**src/rtl/cod_pkg.sv**
```systemverilog
// Package: shared field positions, counter widths and the pre-divider
// ratio decode for the clock output divider.
// Assumes: an 8-bit control register with three-bit divider codes.
package cod_pkg;
    localparam int CFG_W         = 8;
    localparam int CODE_W        = 3;
    localparam int EN_BIT        = 0;
    localparam int POST_LSB      = 1;
    localparam int SEL_BIT       = 4;
    localparam int PRE_LSB       = 5;
    localparam int PRE_TOP_RATIO = 122;
    localparam int PRE_CNT_W     = $clog2(PRE_TOP_RATIO);
    localparam int POST_CNT_W    = (1 << CODE_W) - 1;

    // Divider settings that the counters currently run with
    typedef struct packed {
        logic [CODE_W-1:0] pre;
        logic              sel;
        logic [CODE_W-1:0] post;
    } cod_live_t;

    // Last count value of the pre-divider for a given code
    function automatic logic [PRE_CNT_W-1:0] pre_last(input logic [CODE_W-1:0] code);
        if (code == CODE_W'((1 << CODE_W) - 1))
            return PRE_CNT_W'(PRE_TOP_RATIO - 1);
        else
            return PRE_CNT_W'((1 << code) - 1);
    endfunction

    // Last count value of the post-divider for a given code
    function automatic logic [POST_CNT_W-1:0] post_last(input logic [CODE_W-1:0] code);
        return POST_CNT_W'((1 << code) - 1);
    endfunction

    // Extract the divider settings from a control register value
    function automatic cod_live_t cfg_fields(input logic [CFG_W-1:0] cfg);
        cod_live_t f;
        f.pre  = cfg[PRE_LSB +: CODE_W];
        f.sel  = cfg[SEL_BIT];
        f.post = cfg[POST_LSB +: CODE_W];
        return f;
    endfunction
endpackage

```
**src/rtl/cod_edge_sync.sv**
```systemverilog
// Module: brings one asynchronous reference clock into the block clock
// domain through a flop chain. It emits a one-cycle event for every
// rising or falling edge seen at the end of the chain.
// Assumes: the reference is slower than half the block clock.
module cod_edge_sync #(
    parameter int STAGES = 2
) (
    input  logic clk,
    input  logic rst_n,
    input  logic ref_i,
    output logic event_o
);
    logic [STAGES-1:0] chain_q;
    logic              hist_q;

    generate
        if (STAGES == 1) begin : g_one
            // Single capture flop
            always_ff @(posedge clk) begin
                if (!rst_n) chain_q <= '0;
                else        chain_q <= ref_i;
            end
        end else begin : g_many
            // Shift the reference through the synchronizer chain
            always_ff @(posedge clk) begin
                if (!rst_n) chain_q <= '0;
                else        chain_q <= {chain_q[STAGES-2:0], ref_i};
            end
        end
    endgenerate

    // Keep the previous synchronized value for edge detection
    always_ff @(posedge clk) begin
        if (!rst_n) hist_q <= 1'b0;
        else        hist_q <= chain_q[STAGES-1];
    end

    assign event_o = chain_q[STAGES-1] ^ hist_q;
endmodule

```
**src/rtl/cod_prediv.sv**
```systemverilog
// Module: pre-divider of the high-frequency path. It passes one strobe
// for every pre-ratio events; in bypass it passes every event.
// Assumes: clr is raised whenever the code may change while the count is
// not zero.
module cod_prediv
    import cod_pkg::*;
(
    input  logic              clk,
    input  logic              rst_n,
    input  logic              clr,
    input  logic              bypass,
    input  logic [CODE_W-1:0] code,
    input  logic              event_i,
    output logic              strobe_o
);
    logic [PRE_CNT_W-1:0] cnt_q;
    logic [PRE_CNT_W-1:0] last;
    logic                 hit;

    assign last     = pre_last(code);
    assign hit      = (cnt_q == last);
    assign strobe_o = event_i && (bypass || hit);

    // Count events up to the pre ratio, wrapping at the last value
    always_ff @(posedge clk) begin
        if (!rst_n || clr)          cnt_q <= '0;
        else if (event_i && !bypass) cnt_q <= hit ? '0 : cnt_q + 1'b1;
    end


    pre_cnt_range_chk: assert property (@(posedge clk) disable iff (!rst_n)
        cnt_q <= last);


    pre_bypass_idle_chk: assert property (@(posedge clk) disable iff (!rst_n)
        (bypass && $past(bypass)) |-> (cnt_q == '0));
endmodule

```
**src/rtl/cod_postdiv.sv**
```systemverilog
// Module: power-of-two post-divider. It counts pre-divider strobes and
// raises a toggle request on the last strobe of each half period.
// Assumes: the code changes only when the counter has just been cleared.
module cod_postdiv
    import cod_pkg::*;
(
    input  logic              clk,
    input  logic              rst_n,
    input  logic              clr,
    input  logic [CODE_W-1:0] code,
    input  logic              strobe_i,
    output logic              wrap_o
);
    logic [POST_CNT_W-1:0] cnt_q;
    logic [POST_CNT_W-1:0] last;
    logic                  hit;

    assign last   = post_last(code);
    assign hit    = (cnt_q == last);
    assign wrap_o = strobe_i && hit;

    // Count strobes up to the post ratio, wrapping at the last value
    always_ff @(posedge clk) begin
        if (!rst_n || clr) cnt_q <= '0;
        else if (strobe_i) cnt_q <= hit ? '0 : cnt_q + 1'b1;
    end


    post_cnt_range_chk: assert property (@(posedge clk) disable iff (!rst_n)
        cnt_q <= last);
endmodule

```
**src/rtl/clkout_divider.sv**
```systemverilog
// Module: top of the selectable clock output divider. It holds the
// control register, synchronizes both references, chains the pre- and
// post-dividers and toggles the output. New settings move to the counters
// only while disabled or at a falling output edge.
// Assumes: references are far slower than clk; the register port is
// synchronous to clk.
module clkout_divider
    import cod_pkg::*;
#(
    parameter int SYNC_STAGES = 2
) (
    input  logic             clk,
    input  logic             rst_n,
    input  logic             lf_clk_i,
    input  logic             hf_clk_i,
    input  logic             cfg_we,
    input  logic [CFG_W-1:0] cfg_wdata,
    output logic [CFG_W-1:0] cfg_rdata,
    output logic             clk_out
);
    localparam int NUM_REFS = 2;

    logic [CFG_W-1:0]    ctrl_q;
    cod_live_t           live_q;
    logic                out_q;
    logic                en;
    logic [NUM_REFS-1:0] ref_in;
    logic [NUM_REFS-1:0] ref_ev;
    logic                ev_sel;
    logic                pre_strobe;
    logic                post_wrap;

    // Control register write port
    always_ff @(posedge clk) begin
        if (!rst_n)      ctrl_q <= '0;
        else if (cfg_we) ctrl_q <= cfg_wdata;
    end

    assign cfg_rdata = ctrl_q;
    assign en        = ctrl_q[EN_BIT];
    assign ref_in    = {hf_clk_i, lf_clk_i};

    generate
        for (genvar g = 0; g < NUM_REFS; g++) begin : g_sync
            cod_edge_sync #(.STAGES(SYNC_STAGES)) u_sync (
                .clk     (clk),
                .rst_n   (rst_n),
                .ref_i   (ref_in[g]),
                .event_o (ref_ev[g])
            );
        end
    endgenerate

    assign ev_sel = live_q.sel ? ref_ev[1] : ref_ev[0];

    cod_prediv u_pre (
        .clk      (clk),
        .rst_n    (rst_n),
        .clr      (!en),
        .bypass   (!live_q.sel),
        .code     (live_q.pre),
        .event_i  (ev_sel),
        .strobe_o (pre_strobe)
    );

    cod_postdiv u_post (
        .clk      (clk),
        .rst_n    (rst_n),
        .clr      (!en),
        .code     (live_q.post),
        .strobe_i (pre_strobe),
        .wrap_o   (post_wrap)
    );

    // Output toggle and deferred loading of the divider settings
    always_ff @(posedge clk) begin
        if (!rst_n) begin
            out_q  <= 1'b0;
            live_q <= '0;
        end else if (!en) begin
            out_q  <= 1'b0;
            live_q <= cfg_fields(ctrl_q);
        end else if (post_wrap) begin
            out_q <= !out_q;
            if (out_q) live_q <= cfg_fields(ctrl_q);
        end
    end

    assign clk_out = out_q;


    cfg_readback_chk: assert property (@(posedge clk) disable iff (!rst_n)
        cfg_we |=> (cfg_rdata == $past(cfg_wdata)));


    en_off_hold_chk: assert property (@(posedge clk) disable iff (!rst_n)
        !en |=> !clk_out);


    live_cfg_hold_chk: assert property (@(posedge clk) disable iff (!rst_n)
        clk_out |=> (!clk_out || $stable(live_q)));


    rise_on_event_chk: assert property (@(posedge clk) disable iff (!rst_n)
        $rose(clk_out) |-> $past(ev_sel));
endmodule

```
**config.mk**
```make
export PLATFORM = sky130hd
export DESIGN_NAME = clkout_divider
export DESIGN_NICKNAME = d
export VERILOG_FILES = /design/src/rtl/cod_pkg.sv /design/src/rtl/cod_edge_sync.sv /design/src/rtl/cod_prediv.sv /design/src/rtl/cod_postdiv.sv /design/src/rtl/clkout_divider.sv
export SDC_FILE = /design/constraint.sdc
export NUM_CORES = 1
export LEC_CHECK = 0
export ABC_AREA = 1
export BUFFER_PORTS_ARGS = -buffer_cell sky130_fd_sc_hd__buf_2
export CAP_MARGIN = 0
export CORE_MARGIN = 1
export CORE_UTILIZATION = 55
export CTS_BUF_LIST = sky130_fd_sc_hd__clkbuf_4
export CTS_CLUSTER_SIZE = 8
export DETAILED_ROUTE_END_ITERATION = 7
export GPL_ROUTABILITY_DRIVEN = 0
export GPL_TIMING_DRIVEN = 0
export HOLD_SLACK_MARGIN = 0.08
export PLACE_DENSITY_LB_ADDON = 0.1
export SETUP_SLACK_MARGIN = 0.1
export SYNTH_ARGS = -nofsm -noshare
export SYNTH_HDL_FRONTEND = slang
export SYNTH_SLANG_ARGS = --single-unit
```
**constraint.sdc**
```tcl
create_clock -name clk -period 2.55 [get_ports clk]
set_input_delay 0.3825 -clock clk [delete_from_list [all_inputs] [get_ports clk]]
set_output_delay 0.3825 -clock clk [all_outputs]
set_load 0.05 [all_outputs]
```
==> flow_summary.ini, run 1 <==
[outcome]
outcome = complete, no violations

[timing]
skew_ns = 0.00870
slew_headroom = 0.710
setup_viol = 0
post-route-period-util = 0.855
rsz0062_at_grt = false
clock.fmax_mhz = 459
tightest_slew_ns = 0.435
post-route-min-period_ns = 2.18
drv_slew = 0
final_hold_viol_count = 0
fin_setup_tns_ns = 0

[floorplanning]
die-area_um2 = 3570
rows = 20
core_um2 = 3100
num_io_pins = 22
start_util = 0.592
dieHeight_um = 59.8
fp.dieW_um = 59.8

[place]
dp_hpwl_um = 2550
io_buffers = 21

[global_route]
grt_util_met1 = 0.278
grt_pass1_vias = 1383
grt_max_degree = 12
grt.overflow.total = 0
grt_util_all_layers = 0.217
grt_pass1_wl_um = 5790
use_met2 = 0.333
antenna_found_initial = 0
use_met3 = 0.0584
busiest_layer = met2

[clock_network]
path_clk_slew_ns = 0.11
clkLatencyLatePin_ns = 0.33
clock_sinks = 36
cts_tree = yes
htreeDepth = 2
clock_path_buffers = 2
cts-root-buf = clkbuf_4
post_cts_buffers = 0
cts_buffers = 5

[power_and_ir_drop]
vdd_drop_max_v = 0.000426
internal_power_w = 0.000868
total_power_w = 0.00120
p_per_area_nw_per_um2 = 580
pwr-share-seq = 0.499
pwr-share-comb = 0.167
p_leak_nw = 0.953
clock_power_share = 0.335
swShare = 0.280
switchingPower_w = 0.000337

[min_path]
min-delay-path-class = in2reg
hold_depth = 3

[worst_setup_path]
cp_max_fo = 10
arrival_ns = 2.41
start_kind = flop
r2r_cells = 16
crit_path_end_kind = flop
path_class = reg2reg
cp.required_ns = 2.79

[cells_and_area]
fillers = 293
diodes = 0
final_util = 0.670
drive_gt1_frac = 0.139
fin_nets = 317
synthToLayoutAreaGrowth_pct = 13.2

[yosys]
synth_top_area_frac = 0.393
synth_common_cells = 71 x nand2_1, 41 x nor2_1, 36 x dfxtp_1
synth_nets = 289
yosys.cell_count.top_type = nand2_1
synth-edff-count = 0
netlist_instances = 273
ys.flop_type = dfxtp_1
synth_seq_cells = 36
ys_warn_count = 0
synth-async-reset-ratio = 0
netlist_area_um2 = 1840
yosysTopAreaCell = dfxtp_1
synth.avg_cell_area_um2 = 6.72
synth_area_leaders = dfxtp_1 39%, nand2_1 15%, nor2_1 8.4%
seq_area_frac_synth = 0.393
synth.distinct_cells = 24

[route]
post_drt_wl_per_cell_um = 9.62
routed_via_density = 4.88
drt-pass1-iter-count = 4
via_count = 1689
drc = 0
routed_wl_um = 3330
ant_nets = 0
dr.first_iter.drc_count = 102

[run]
maxCapViolCount = 0
==> layout by cell type (no fill, tap or decap) <==
| cell | count |
|---|---|
| a211oi_1 | 2 |
| a21o_1 | 1 |
| a21oi_1 | 16 |
| and3_1 | 1 |
| buf_2 | 22 |
| buf_4 | 2 |
| buf_6 | 1 |
| bufinv_16 | 1 |
| clkbuf_1 | 3 |
| clkbuf_4 | 6 |
| clkinv_2 | 1 |
| dfxtp_1 | 36 |
| ha_1 | 2 |
| ha_2 | 1 |
| inv_1 | 32 |
| inv_2 | 2 |
| nand2_1 | 71 |
| nand2_2 | 1 |
| nand3_1 | 19 |
| nand3_2 | 2 |
| nand3_4 | 1 |
| nand3b_1 | 1 |
| nand4_1 | 5 |
| nor2_1 | 41 |
| nor2_2 | 2 |
| nor3_1 | 9 |
| o21ai_0 | 11 |
| xor2_1 | 10 |
==> power groups by stage <==
stage	logic, W	clock network, W	registers (W)
detailed placement	0.000200	0	0.000614
global route	0.000228	0.000445	0.000604
finish	0.000201	0.000403	0.000601
floorplan	0.000127	0	0.000641
CTS	0.000201	0.000412	0.000601
global placement	0.000197	0	0.000613
==> metrics by stage <==
step / cell area (µm²) / setup WS [ns] / hold slack [ns] / instances
2_1_floorplan: 1840 / 0.529 / 0.390 / 273
3_3_place_gp: 2000 / 0.361 / 0.392 / 338
3_5_place_dp: 2000 / 0.336 / 0.400 / 338
4_1_cts: 2080 / 0.304 / 0.218 / 346
5_1_grt: 2080 / 0.149 / 0.220 / 346
6_report: 2080 / 0.371 / 0.231 / 346
==> routing by layer <==
layer,up-vias,part of all wire,routed length [µm]
met3,4,0.049,163
met4,0,0.010,34
met2,37,0.43,1420
li1,921,-,-
met1,727,0.51,1710
met5,-,0,0
==> flip-flops by register name, indices dropped and copies added (netlist names) <==
register               count
clk_out                    1
live_q                     7
g_sync.u_sync.chain_q      4
u_pre.cnt_q                7
cfg_rdata                  8
g_sync.u_sync.hist_q       2
u_post.cnt_q               7
==> timing repair <==
item | CTS | global route
hold buffers | 0 | 0
resized for setup | 0 | 1
endpoints found under the setup margin | 0 | 7
==> worst paths after layout <==
check                              startpoint                           to  slack [ns]
hold / removal                       hf_clk_i  g_sync[1].u_sync.chain_q[0]        0.23
setup / recovery                    live_q[6]                    live_q[0]        0.37
setup reg to reg                    live_q[6]                    live_q[0]        0.37
hold reg to reg   g_sync[1].u_sync.chain_q[0]  g_sync[1].u_sync.chain_q[1]        0.42
==> logic make-up (layout without fill, tap and decap cells) <==
group	count (synthesis)	after routing	synth area share
xor+xnor	10	10	0.0477
fa+ha+maj	3	3	0.0205
simple gates	153	153	0.361
compound gates	30	30	0.0859
buf+inv	41	70	0.0927
flops	36	36	0.393
==> cell type report <==
class                           instances  area [µm²]  share of cell area
Multi-Input combinational cell        196         947               0.456
Sequential cell                        36         721               0.347
Clock buffer                            6        45.0              0.0217
Buffer                                  7        42.5              0.0205
Inverter                               34         128              0.0614
Timing Repair Buffer                   21         105              0.0506
Tap cell                               44        55.1              0.0265
Clock inverter                          2        35.0              0.0169
==> critical path, cell delays in order, from the launching register on <==
cell and delay, ns:
dfxtp_1 0.31, buf_4 0.15, nor2_2 0.15, nand2_1 0.10
ha_2 0.32, inv_1 0.04, nand2_1 0.05, nand2_1 0.05
nand2_1 0.06, nand3_1 0.06, nor2_1 0.09, nand3_1 0.12
nand2_2 0.13, nand3_4 0.10, buf_6 0.16, a21oi_1 0.13
nor2_1 0.06
Power figures use the tool's default switching activity.
==> inputs of run 2 (changes only) <==
CORE_UTILIZATION = 54   (was 55)
clock period = 1.9 ns   (was 2.55 ns; I/O delays follow)
==> run 2 against run 1 <==
The run now ends with setup timing left. Register-to-register slack worse by 0.54 ns. Setup slack got worse by 0.54 ns. Total power grew 41%. Flip-flop and latch count did not move. Via count increased by 8.2%. Global-route usage increased by 3.9 points. Sequential power rose by 35%. Sequential share of layout area shrank 3.5 points. Die area increased by 1.8%. Critical endpoint unchanged. Highest routed layer unchanged.
==> flow_summary.ini, run 2 (same netlist as run 1, synthesis figures left out) <==
[global_route]
grt.overflow.total = 0
grt_util_all_layers = 0.255
grt_pass1_wl_um = 6860
grt_pass1_vias = 1672
antenna_found_initial = 0
grt_max_degree = 13

[route]
dr.first_iter.drc_count = 116
routed_wl_um = 4120
routed_via_density = 5.13
post_drt_wl_per_cell_um = 11.6
drc = 0
via_count = 1828
drt-pass1-iter-count = 4
ant_nets = 0

[timing]
setup_viol = 15
clock.fmax_mhz = 483
tightest_slew_ns = 0.701
setup_ws_ns = -0.170
fin_setup_tns_ns = -2.23
skew_ns = 0.0125
slew_headroom = 0.533
post-route-min-period_ns = 2.07
post-route-period-util = 1.09
final_hold_viol_count = 0
rsz0062_at_grt = true
drv_slew = 0

[power_and_ir_drop]
total_power_w = 0.00170
swShare = 0.303
clock_power_share = 0.323
switchingPower_w = 0.000517
pwr-share-seq = 0.476
p_per_area_nw_per_um2 = 731
internal_power_w = 0.00119
p_leak_nw = 1.03
vdd_drop_max_v = 0.000640
pwr-share-comb = 0.200

[floorplanning]
die-area_um2 = 3640
rows = 20
num_io_pins = 22
start_util = 0.587
dieHeight_um = 60.3
fp.dieW_um = 60.3
core_um2 = 3130

[worst_setup_path]
cp.required_ns = 2.16
path_class = reg2reg
crit_path_end_kind = flop
worstSetupStartpoint = live_q[5]
reg2reg_from = live_q[5]
start_kind = flop
cp_max_fo = 5
arrival_ns = 2.33

[clock_network]
cts_buffers = 5
cts_tree = yes
clock_sinks = 36
clkLatencyLatePin_ns = 0.36
htreeDepth = 2
clock_path_buffers = 2
path_clk_slew_ns = 0.12
cts-root-buf = clkbuf_4

[cells_and_area]
fin_nets = 327
synthToLayoutAreaGrowth_pct = 27.0
finalNonFillerCells = 356
fillers = 246
final_common_cell = nand2_1
final_util = 0.745
design_area_um2 = 2330
mostFrequentLayoutCells = 63 x nand2_1, 39 x nor2_1, 34 x dfxtp_1, 30 x inv_1, 22 x buf_2
largest_register_ff_count = 8
diodes = 0
drive_gt1_frac = 0.260

[place]
dp_hpwl_um = 2640
dp.cells = 338
io_buffers = 21
placed_area_um2 = 2050

[outcome]
outcome = finished, violations left
violations = setup timing

[run]
maxCapViolCount = 0

[min_path]
min-delay-path-class = in2reg
worstHoldStart = hf_clk_i
-- run 2: changes by cell type in the layout (fill, tap and decap cells not counted), sizes merged --
cell	delta
buf	+10
clkbuf	-1
clkinvlp	+1
-- run 2: layer usage --
layer	vias up	global-route usage	wire length [µm]
met4	0	0.120	97
met2	54	0.419	1950
met1	817	0.315	1870
li1	945	-	-
met3	12	0.0584	210
met5	-	0	0
-- run 2: power groups by stage --
stage / sequential, W / combinational, W / clock [W]
finish: 0.000811 / 0.000341 / 0.000550
global route: 0.000816 / 0.000380 / 0.000595
CTS: 0.000810 / 0.000314 / 0.000558
detailed placement: 0.000827 / 0.000292 / 0
global placement: 0.000826 / 0.000285 / 0
floorplan: 0.000864 / 0.000189 / 0
-- run 2: layout make-up --
cell class,instances,area [µm²],area share
plain buffers,6,42.5,0.0183
clock buffers,5,37.5,0.0161
clock inverters,3,42.5,0.0183
inverters,34,130,0.0558
multi-input cells,196,1080,0.463
flip-flops and latches,36,726,0.311
well taps,44,55.1,0.0236
repair buffers,32,219,0.0939
-- run 2: final timing paths --
check | cells after the start | slack (ns) | end
setup / recovery | 15 | -0.17 | live_q[0]
hold / removal | 3 | 0.10 | g_sync[1].u_sync.chain_q[0]
setup reg to reg | 15 | -0.17 | live_q[0]
hold reg to reg | 2 | 0.42 | g_sync[1].u_sync.chain_q[1]
-- run 2: stage by stage --
stage	worst slack, ns	hold WS (ns)
6_report	-0.170	0.104
5_1_grt	-0.279	0.0977
4_1_cts	-0.161	0.102
3_5_place_dp	-0.246	0.401
3_3_place_gp	-0.180	0.392
2_1_floorplan	-0.0508	0.383
-- run 2: repair_timing --
item | in CTS | in global routing
gates cloned | 2 | 0
hold buffers | 0 | 0
pin swaps | 7 | 17
endpoints found under the setup margin | 22 | 22
gates resized for setup | 9 | 22
setup buffers | 7 | 2
-- run 2: worst max-delay path, stage by stage, from the launching register on --
cell and delay [ns]:
dfxtp_4 0.38, nor2_4 0.13, nand2_2 0.10, ha_4 0.26
inv_2 0.04, nand2_2 0.06, nand2_2 0.06, nand2_2 0.07
nand3_2 0.06, nor2_2 0.12, nand3_2 0.12, nand2_4 0.11
nand3_4 0.12, buf_8 0.17, a21oi_2 0.11, nor2_1 0.05
==> inputs of run 3 (changes only) <==
GPL_TIMING_DRIVEN = default   (was 0)
SKIP_CTS_REPAIR_TIMING = 1   (was default)
==> run 3 against run 2 <==
The run still ends with setup timing left. Via count fell by 3.3%. Clock power fell by 26%. Critical path depth did not move. Die area did not move. Non-clock buffer count rose by 2. Total power fell by 8.4%. Clock skew fell by 0.0028 ns. Flip-flop and latch count did not move. Worst hold slack improved by 0.024 ns. Critical path type unchanged. Critical endpoint is now live_q[6]. Largest power group unchanged. Highest routed layer unchanged.
==> flow_summary.ini, run 3 (same netlist as run 1, synthesis figures left out) <==
[timing]
slew_headroom = 0.816
setup_ws_ns = -0.107
post-route-period-util = 1.06
fin_setup_tns_ns = -0.869
final_hold_viol_count = 0
tightest_slew_ns = 0.275
drv_slew = 0
skew_ns = 0.00976
setup_viol = 14
post-route-min-period_ns = 2.01
clock.fmax_mhz = 498
holdWs_ns = 0.128
rsz0062_at_grt = true

[cells_and_area]
synthToLayoutAreaGrowth_pct = 24.1
final_util = 0.728
fin_nets = 330
finalNonFillerCells = 359
mostFrequentLayoutCells = 67 x nand2_1, 40 x nor2_1, 35 x dfxtp_1, 29 x inv_1, 21 x buf_2
fillers = 267
final_common_cell = nand2_1
drive_gt1_frac = 0.254
largest_register_ff_count = 8
diodes = 0
design_area_um2 = 2280

[route]
routed_via_density = 4.92
post_drt_wl_per_cell_um = 10.7
ant_nets = 0
dr.first_iter.drc_count = 47
drt-pass1-iter-count = 4
drc = 0
via_count = 1767
routed_wl_um = 3840

[floorplanning]
dieHeight_um = 60.3
fp.dieW_um = 60.3
core_um2 = 3130
rows = 20
die-area_um2 = 3640
start_util = 0.587
num_io_pins = 22

[place]
dp_hpwl_um = 2740
dp.cells = 342
io_buffers = 21
placed_area_um2 = 2080

[power_and_ir_drop]
pwr-share-comb = 0.219
clock_power_share = 0.262
p_per_area_nw_per_um2 = 685
internal_power_w = 0.00107
switchingPower_w = 0.000490
pwr-share-seq = 0.519
p_leak_nw = 1.03
vdd_drop_max_v = 0.000518
swShare = 0.314

[outcome]
outcome = finished, violations left
violations = setup timing

[clock_network]
htreeDepth = 2
clock_sinks = 36
cts_buffers = 5
clkLatencyLatePin_ns = 0.33
clock_path_buffers = 2
path_clk_slew_ns = 0.11
cts-root-buf = clkbuf_4
cts_tree = yes

[global_route]
use_met2 = 0.389
grt_max_degree = 22
antenna_found_initial = 0
grt.overflow.total = 0
grt_util_met1 = 0.294
busiest_layer = met2
use_met3 = 0.0649
grt_util_all_layers = 0.231
grt_pass1_vias = 1512
grt_pass1_wl_um = 6330

[worst_setup_path]
crit_chain = nor2_4 -> nand2_2 -> ha_4 -> inv_2 -> nand2_1 -> nand2_1 -> nand2_1 -> nand3_1 -> nor2_1 -> nand3_2 -> nand2_4 -> nand3_4 -> buf_4 -> a21oi_2 -> nor2_1
max_stage_delay_ns = 0.35
path_class = reg2reg
start_kind = flop
cp.required_ns = 2.14
slowest_stage = dfxtp_2
arrival_ns = 2.25
cp_max_fo = 6
crit_path_end_kind = flop
cp_common_cell = nand2_1

[min_path]
min-delay-path-class = in2reg

[run]
maxCapViolCount = 0
run 3: cell types whose count changed in the layout (fill, tap and decap cells not counted), sizes merged:
cell,previous run,this run
buf,35,40
bufinv,1,0
clkbuf,8,6
nand3,22,23
run 3: metrics by stage:
| step | setup slack (ns) | total power [W] |
|---|---|---|
| 3_3_place_gp | -0.0354 | 0.00113 |
| 5_1_grt | -0.279 | 0.00164 |
| 4_1_cts | -0.148 | 0.00154 |
| 6_report | -0.107 | 0.00156 |
| 3_5_place_dp | -0.131 | 0.00114 |
| 2_1_floorplan | -0.0508 | 0.00105 |
run 3: per-layer routing:
metal,wire length [µm],share of wire,up-vias
li1,-,-,948
met1,1860,0.49,774
met4,38,0.0099,0
met3,160,0.042,4
met2,1770,0.46,41
met5,0,0,-
run 3: layout make-up:
class	instances	area (µm²)	area share
clock buffer	6	45.0	0.0198
sequential	36	722	0.317
inverter	34	130	0.0571
multi-input combinational	197	1060	0.465
tap	44	55.1	0.0242
timing repair buffer	40	255	0.112
clock inverter	2	11.3	0.00495
run 3: worst paths after layout:
| path | slack [ns] | cells after the start | from | end |
|---|---|---|---|---|
| worst min-delay path | 0.13 | 3 | hf_clk_i | g_sync[1].u_sync.chain_q[0] |
| worst min register to register | 0.43 | 2 | g_sync[0].u_sync.chain_q[0] | g_sync[0].u_sync.chain_q[1] |
| worst max-delay path | -0.11 | 15 | live_q[5] | live_q[6] |
| worst max register to register | -0.11 | 15 | live_q[5] | live_q[6] |
run 3: power groups by stage:
stage	clock network, W	logic (W)	registers, W
floorplan	0	0.000189	0.000864
global placement	0	0.000307	0.000826
detailed placement	0	0.000312	0.000827
CTS	0.000418	0.000313	0.000810
global route	0.000450	0.000376	0.000815
finish	0.000408	0.000342	0.000810
run 3: worst max-delay path, delay by kind of cell (launching register included):
kind	cells	cell delay, ns
flops	1	0.35
compound gates	1	0.11
fa+ha+maj	1	0.27
buf+inv	2	0.20
simple gates	11	0.98
